File: src/rtl/tdg_pkg.sv
package tdg_pkg;
  localparam int ERR_BITS  = 4;
  localparam int E_CTL_MEM = 0;
  localparam int E_OUT_MEM = 1;
  localparam int E_LIFE    = 2;
  localparam int E_OUT_OSC = 3;

  localparam int CAUSES    = 6;

  typedef struct packed {
    logic [ERR_BITS-1:0] errSet;
    logic [ERR_BITS-1:0] errClr;
  } errStrobe_t;
endpackage

File: src/rtl/tdg_parity_bank.sv
module tdg_parity_bank #(
  parameter int NUM_REGS = 4,
  parameter int REG_W    = 8
) (
  input  logic [NUM_REGS*(REG_W+1)-1:0] regImg,
  output logic                          anyBad
);
  localparam int FW = REG_W + 1;

  logic [NUM_REGS-1:0] badVec;

  for (genvar k = 0; k < NUM_REGS; k++) begin : g_field
    assign badVec[k] = ^regImg[k*FW +: FW];
  end

  assign anyBad = |badVec;
endmodule

File: src/rtl/tdg_datapath.sv
module tdg_datapath
  import tdg_pkg::*;
#(
  parameter int NUM_REGS  = 4,
  parameter int REG_W     = 8,
  parameter int LIFE_WIN  = 16,
  parameter int START_WIN = 32
) (
  input  logic                          clk,
  input  logic                          rstN,
  input  logic [NUM_REGS*(REG_W+1)-1:0] ctlRegs,
  input  logic [NUM_REGS*(REG_W+1)-1:0] outRegs,
  input  logic                          heartbeat,
  input  logic                          lifeArmed,
  input  errStrobe_t                    stb,
  output logic                          ctlParBad,
  output logic                          outParBad,
  output logic                          lifeLost,
  output logic                          windowDone,
  output logic [ERR_BITS-1:0]           errStat
);
  localparam int LIFE_CW  = $clog2(LIFE_WIN + 1);
  localparam int START_CW = $clog2(START_WIN + 1);
  localparam logic [LIFE_CW-1:0]  LIFE_MAX  = LIFE_CW'(LIFE_WIN);
  localparam logic [START_CW-1:0] START_MAX = START_CW'(START_WIN);

  tdg_parity_bank #(.NUM_REGS(NUM_REGS), .REG_W(REG_W)) u_ctlPar (
    .regImg (ctlRegs),
    .anyBad (ctlParBad)
  );

  tdg_parity_bank #(.NUM_REGS(NUM_REGS), .REG_W(REG_W)) u_outPar (
    .regImg (outRegs),
    .anyBad (outParBad)
  );

  // heartbeat edge detection and silence counter
  logic               hbPrev;
  logic [LIFE_CW-1:0] lifeCnt;
  logic               hbEdge;

  assign hbEdge = heartbeat ^ hbPrev;

  always_ff @(posedge clk or negedge rstN) begin
    if (!rstN) begin
      hbPrev  <= 1'b0;
      lifeCnt <= '0;
    end else begin
      hbPrev <= heartbeat;
      if (!lifeArmed || hbEdge) begin
        lifeCnt <= '0;
      end else if (lifeCnt != LIFE_MAX) begin
        lifeCnt <= lifeCnt + 1'b1;
      end
    end
  end

  assign lifeLost = lifeArmed && (lifeCnt == LIFE_MAX);

  // power-up observation window
  logic [START_CW-1:0] startCnt;

  always_ff @(posedge clk or negedge rstN) begin
    if (!rstN) begin
      startCnt <= '0;
    end else if (startCnt != START_MAX) begin
      startCnt <= startCnt + 1'b1;
    end
  end

  assign windowDone = (startCnt == START_MAX);

  // sticky error bits, set wins over clear
  always_ff @(posedge clk or negedge rstN) begin
    if (!rstN) begin
      errStat <= '0;
    end else begin
      errStat <= (errStat & ~stb.errClr) | stb.errSet;
    end
  end
endmodule

File: src/rtl/tdg_control.sv
module tdg_control
  import tdg_pkg::*;
(
  input  logic                clk,
  input  logic                rstN,
  input  logic                ctlParBad,
  input  logic                outParBad,
  input  logic                lifeLost,
  input  logic                windowDone,
  input  logic                ctlOscOk,
  input  logic                outOscOk,
  input  logic                clrStb,
  input  logic [ERR_BITS-1:0] clrMask,
  output logic                ctlHold,
  output logic                outHold,
  output logic                offReq,
  output logic                outRdy,
  output logic                lifeArmed,
  output errStrobe_t          stb
);
  logic ctlStarted, outStarted;
  logic ctlStartFail, outStartFail;
  logic [CAUSES-1:0] cause, causePrev;
  logic [ERR_BITS-1:0] errCause;
  logic outOscRun;

  assign outOscRun = outStarted && !outOscOk;

  always_comb begin
    cause    = '0;
    cause[0] = ctlParBad;
    cause[1] = outParBad;
    cause[2] = lifeLost;
    cause[3] = outOscRun;
    cause[4] = outStartFail;
    cause[5] = ctlStartFail;
  end

  always_comb begin
    errCause            = '0;
    errCause[E_CTL_MEM] = ctlParBad;
    errCause[E_OUT_MEM] = outParBad;
    errCause[E_LIFE]    = lifeLost;
    errCause[E_OUT_OSC] = outOscRun || outStartFail;
  end

  assign stb.errSet = errCause;
  assign stb.errClr = {ERR_BITS{clrStb}} & clrMask & ~errCause;

  assign lifeArmed = outStarted && !outStartFail;

  always_ff @(posedge clk or negedge rstN) begin
    if (!rstN) begin
      ctlStarted   <= 1'b0;
      outStarted   <= 1'b0;
      ctlStartFail <= 1'b0;
      outStartFail <= 1'b0;
    end else begin
      ctlStarted   <= ctlStarted || ctlOscOk;
      outStarted   <= outStarted || outOscOk;
      ctlStartFail <= ctlStartFail || (windowDone && !ctlStarted);
      outStartFail <= outStartFail || (windowDone && !outStarted);
    end
  end

  always_ff @(posedge clk or negedge rstN) begin
    if (!rstN) begin
      causePrev <= '0;
      offReq    <= 1'b0;
      ctlHold   <= 1'b0;
      outHold   <= 1'b0;
      outRdy    <= 1'b0;
    end else begin
      causePrev <= cause;
      offReq    <= |(cause & ~causePrev);
      ctlHold   <= ctlParBad || ctlStartFail;
      outHold   <= outParBad || outStartFail;
      outRdy    <= outStarted && outOscOk && !outParBad && !outStartFail;
    end
  end
endmodule

File: src/rtl/twin_die_guard.sv
module twin_die_guard
  import tdg_pkg::*;
#(
  parameter int NUM_REGS  = 4,
  parameter int REG_W     = 8,
  parameter int LIFE_WIN  = 16,
  parameter int START_WIN = 32
) (
  input  logic                          clk,
  input  logic                          rstN,
  input  logic [NUM_REGS*(REG_W+1)-1:0] ctlRegs,
  input  logic [NUM_REGS*(REG_W+1)-1:0] outRegs,
  input  logic                          heartbeat,
  input  logic                          ctlOscOk,
  input  logic                          outOscOk,
  input  logic                          clrStb,
  input  logic [3:0]                    clrMask,
  output logic                          ctlHold,
  output logic                          outHold,
  output logic                          ready,
  output logic                          fault,
  output logic                          offReq,
  output logic                          outRdy,
  output logic [3:0]                    errStat
);
  logic       ctlParBad, outParBad, lifeLost, windowDone, lifeArmed;
  errStrobe_t stb;

  tdg_datapath #(
    .NUM_REGS (NUM_REGS),
    .REG_W    (REG_W),
    .LIFE_WIN (LIFE_WIN),
    .START_WIN(START_WIN)
  ) u_dp (
    .clk        (clk),
    .rstN       (rstN),
    .ctlRegs    (ctlRegs),
    .outRegs    (outRegs),
    .heartbeat  (heartbeat),
    .lifeArmed  (lifeArmed),
    .stb        (stb),
    .ctlParBad  (ctlParBad),
    .outParBad  (outParBad),
    .lifeLost   (lifeLost),
    .windowDone (windowDone),
    .errStat    (errStat)
  );

  tdg_control u_ctl (
    .clk        (clk),
    .rstN       (rstN),
    .ctlParBad  (ctlParBad),
    .outParBad  (outParBad),
    .lifeLost   (lifeLost),
    .windowDone (windowDone),
    .ctlOscOk   (ctlOscOk),
    .outOscOk   (outOscOk),
    .clrStb     (clrStb),
    .clrMask    (clrMask),
    .ctlHold    (ctlHold),
    .outHold    (outHold),
    .offReq     (offReq),
    .outRdy     (outRdy),
    .lifeArmed  (lifeArmed),
    .stb        (stb)
  );

  assign ready = !ctlHold;
  assign fault = |errStat;
endmodule

File: config.mk
export PLATFORM = sky130hd
export DESIGN_NAME = twin_die_guard
export DESIGN_NICKNAME = d
export VERILOG_FILES = /design/src/rtl/tdg_pkg.sv /design/src/rtl/tdg_parity_bank.sv /design/src/rtl/tdg_datapath.sv /design/src/rtl/tdg_control.sv /design/src/rtl/twin_die_guard.sv
export SDC_FILE = /design/constraint.sdc
export NUM_CORES = 1
export LEC_CHECK = 0
export BUFFER_PORTS_ARGS = -buffer_cell sky130_fd_sc_hd__buf_2
export CAP_MARGIN = 5
export CORE_MARGIN = 4
export CORE_UTILIZATION = 45
export CTS_CLUSTER_SIZE = 20
export DETAILED_ROUTE_END_ITERATION = 10
export GPL_ROUTABILITY_DRIVEN = 1
export PLACE_DENSITY = 0.89
export SLEW_MARGIN = 20
export SYNTH_ARGS = -nofsm -noshare
export SYNTH_HDL_FRONTEND = slang
export SYNTH_SLANG_ARGS = --single-unit
File: constraint.sdc
create_clock -name clk -period 1.81 [get_ports clk]
set_input_delay 0.181 -clock clk [delete_from_list [all_inputs] [get_ports clk]]
set_output_delay 0.181 -clock clk [all_outputs]
set_load 0.005 [all_outputs]
==> impl_metrics.json <==
{
  "fillCellCount": 295,
  "async_flop_share_pct": 100.0,
  "tightest_slew_ns": 0.6304,
  "leakage_nw": 1.216,
  "grt_pass1_wl_mm": 5.858,
  "ir_worst_vdd_v": 0.0003958,
  "r2r_slack_ns": 0.25,
  "maxCapViolCount": 0,
  "drt_first_pass_iters": 4,
  "wl_mm": 3.572,
  "dp_cells": 300,
  "yosysSeqAreaShare_pct": 41.52,
  "dpl.hpwl_mm": 3.048,
  "pwr-share-seq_pct": 40.2,
  "viasPerCell": 4.712,
  "ctsHoldBuffers": 1,
  "worstPathRequired_ns": 1.95,
  "final_nets": 346,
  "die_w_um": 71.39,
  "path_max_fanout": 3,
  "slew_headroom_pct": 57.97,
  "synthFlopType": "dfrtp_1",
  "reg2reg_to": "u_ctl.offReq",
  "syn2layout_area_growth_pct": 35.36,
  "critPathArrivalTime_ns": 1.70,
  "clock_latency_ns": 0.28,
  "ios": 92,
  "fin_tns_setup_ns": 0,
  "syn_nets": 244,
  "synth_commonest_cells": "xnor2_1 (46), dfrtp_1 (30), nand2_1 (15), inv_1 (11), xor2_1 (11)",
  "dp_slack_ns": 0.08531,
  "grt_overflow": 0,
  "cts_root_buf": "clkbuf_8",
  "worst-path-buf-inv": 1,
  "intPower_mw": 1.362,
  "vias": 1456,
  "place_congestion": 0.8472,
  "crit_path_end_kind": "register",
  "yosys.area.top_type_share_pct": 41.52,
  "finClkSkew_ns": 0.007059,
  "r2r_start": "u_dp.lifeCnt[0]",
  "fp.dieArea_mm2": 0.005096,
  "synth_edf_count": 0,
  "period_share_pct": 86.40,
  "wl_per_cell_um": 11.56,
  "cts_buffer_depth": 2,
  "crit_chain": "inv_1 > ha_1 > nand2_1 > nor3_1 > and2_1 > a221oi_1 > o221ai_1",
  "fin_hold_ws_ns": 0.02997,
  "grt_max_degree": 31,
  "diodes": 0,
  "fin_area_mm2": 0.002447,
  "avgSynthCellArea_um2": 11.44,
  "fin_util_pct": 64.90,
  "hp-start": "heartbeat",
  "max_stage_delay_ns": 0.37,
  "swShare_pct": 26.24,
  "hold_depth": 1,
  "coreArea_mm2": 0.003771,
  "period_minus_slack_ns": 1.564,
  "synth_warnings": 0,
  "status": "finished, final reports clean",
  "path_clk_slew_ns": 0.06,
  "rsz0062_at_grt": "false",
  "cp_slowest_cell": "dfrtp_1",
  "cts_tree": "yes",
  "ys_ff_latch": 30,
  "finalMaxSlewViolations": 0,
  "clock_power_share_pct": 29.5,
  "final.setup.worst_slack_ns": 0.2461,
  "setup_viol": 0,
  "timing.fmax_mhz": 639.4,
  "mappedNetlistArea_mm2": 0.001808,
  "cts-resized-gates": 0,
  "synth_top_area_cell": "dfrtp_1",
  "yosysMostFrequentCell": "xnor2_1",
  "drtIter0Drc": 83,
  "cts_inserted_buffers": 5,
  "chipHeight_um": 71.39,
  "synth_area_leaders": "dfrtp_1 (42%), xnor2_1 (22%), xnor3_1 (8.7%)",
  "portBuffers": 91,
  "crit_family": "compound AO/OA/AOI/OAI gates",
  "start_util_pct": 47.94,
  "placed_cell_area_mm2": 0.002346,
  "grt_pass1_vias": 1474,
  "drcViolationCount": 0,
  "hold_violations": 0,
  "syn_inst": 158,
  "antenna_found_initial": 0,
  "power_switching_mw": 0.4846,
  "start_kind": "register",
  "rows": 22,
  "clock_sinks": 30,
  "min_to": "u_dp.hbPrev",
  "hp-class": "input port to register",
  "post_cts_buffers": 0,
  "r2r_cells": 7,
  "powerDensity_mw_per_mm2": 754.5,
  "htreeDepth": 2,
  "finalPower_mw": 1.847,
  "gr-usage-all-layers_pct": 14.75,
  "antenna_left": 0,
  "crit_type": "register to register",
  "final_cell_count_no_fill": 309,
  "yosysUniqueCellTypes": 26,
  "power_frac_comb_pct": 30.3,
  "final_layout_size_suffix_gt1_share_pct": 41.00
}
metal layers:
| layer | up-vias | track usage (%) | part of all wire [%] |
|---|---|---|---|
| li1 | 712 | - | - |
| met1 | 681 | 13.94 | 35 |
| met2 | 56 | 28.37 | 54 |
| met3 | 7 | 5.891 | 10 |
| met4 | 0 | 5.010 | 1.3 |
| met5 | - | 0 | 0 |
logic make-up (layout without fill, tap and decap cells):
logic type      after synthesis  after routing  share of synthesized area [%]
fa+ha+maj                     4              4                          2.768
xor+xnor                     66             66                          39.17
compound gates                8              8                          3.045
mux                           1              1                         0.5537
simple gates                 38             38                          10.66
buf+inv                      11            114                          2.284
flops                        30             30                          41.52
cell type report:
cell class	instances	area [um^2]	share of cell area (%)
Inverter	11	41.29	1.687
Clock inverter	1	5.005	0.2045
Sequential cell	30	750.7	30.67
Timing Repair Buffer	95	488.0	19.94
Multi-Input combinational cell	117	1016	41.51
Clock buffer	7	86.33	3.528
Tap cell	48	60.06	2.454
flip-flops by register name, summed over array words and instances (netlist names):
name and count:
u_ctl.outHold 1, u_ctl.ctlStartFail 1, u_ctl.causePrev 6, u_ctl.ctlHold 1, u_dp.startCnt 6, u_dp.errStat 4
u_dp.hbPrev 1, u_ctl.outRdy 1, u_ctl.offReq 1, u_ctl.ctlStarted 1, u_dp.lifeCnt 5, u_ctl.outStarted 1
u_ctl.outStartFail 1
worst max path at each step:
stage / cells after the start / from / endpoint
floorplan: 5 / outRegs[11] / u_ctl.offReq
global placement: 7 / ctlRegs[11] / u_ctl.offReq
detailed placement: 7 / outRegs[11] / u_ctl.offReq
CTS: 7 / u_dp.lifeCnt[0] / u_dp.lifeCnt[1]
global route: 7 / u_dp.lifeCnt[0] / u_dp.lifeCnt[1]
finish: 7 / u_dp.lifeCnt[0] / u_ctl.offReq
cells in the final DEF (no fill, tap or decap), drive strengths merged, types with 4 or more instances in the layout:
cell type | Yosys | layout
buf | 0 | 94
clkbuf | 0 | 7
dfrtp | 30 | 30
ha | 4 | 4
inv | 11 | 11
nand2 | 15 | 15
nand3 | 4 | 4
nor2 | 6 | 6
xnor2 | 47 | 47
xnor3 | 8 | 8
xor2 | 11 | 11
power by group through the flow:
stage | registers (mW) | logic [mW] | clock network (mW)
detailed placement | 0.755 | 0.567 | 0
global placement | 0.754 | 0.550 | 0
finish | 0.742 | 0.559 | 0.545
CTS | 0.743 | 0.571 | 0.557
global route | 0.747 | 0.619 | 0.593
floorplan | 0.756 | 0.360 | 0
Note: power is estimated with default switching activity, not from simulation.
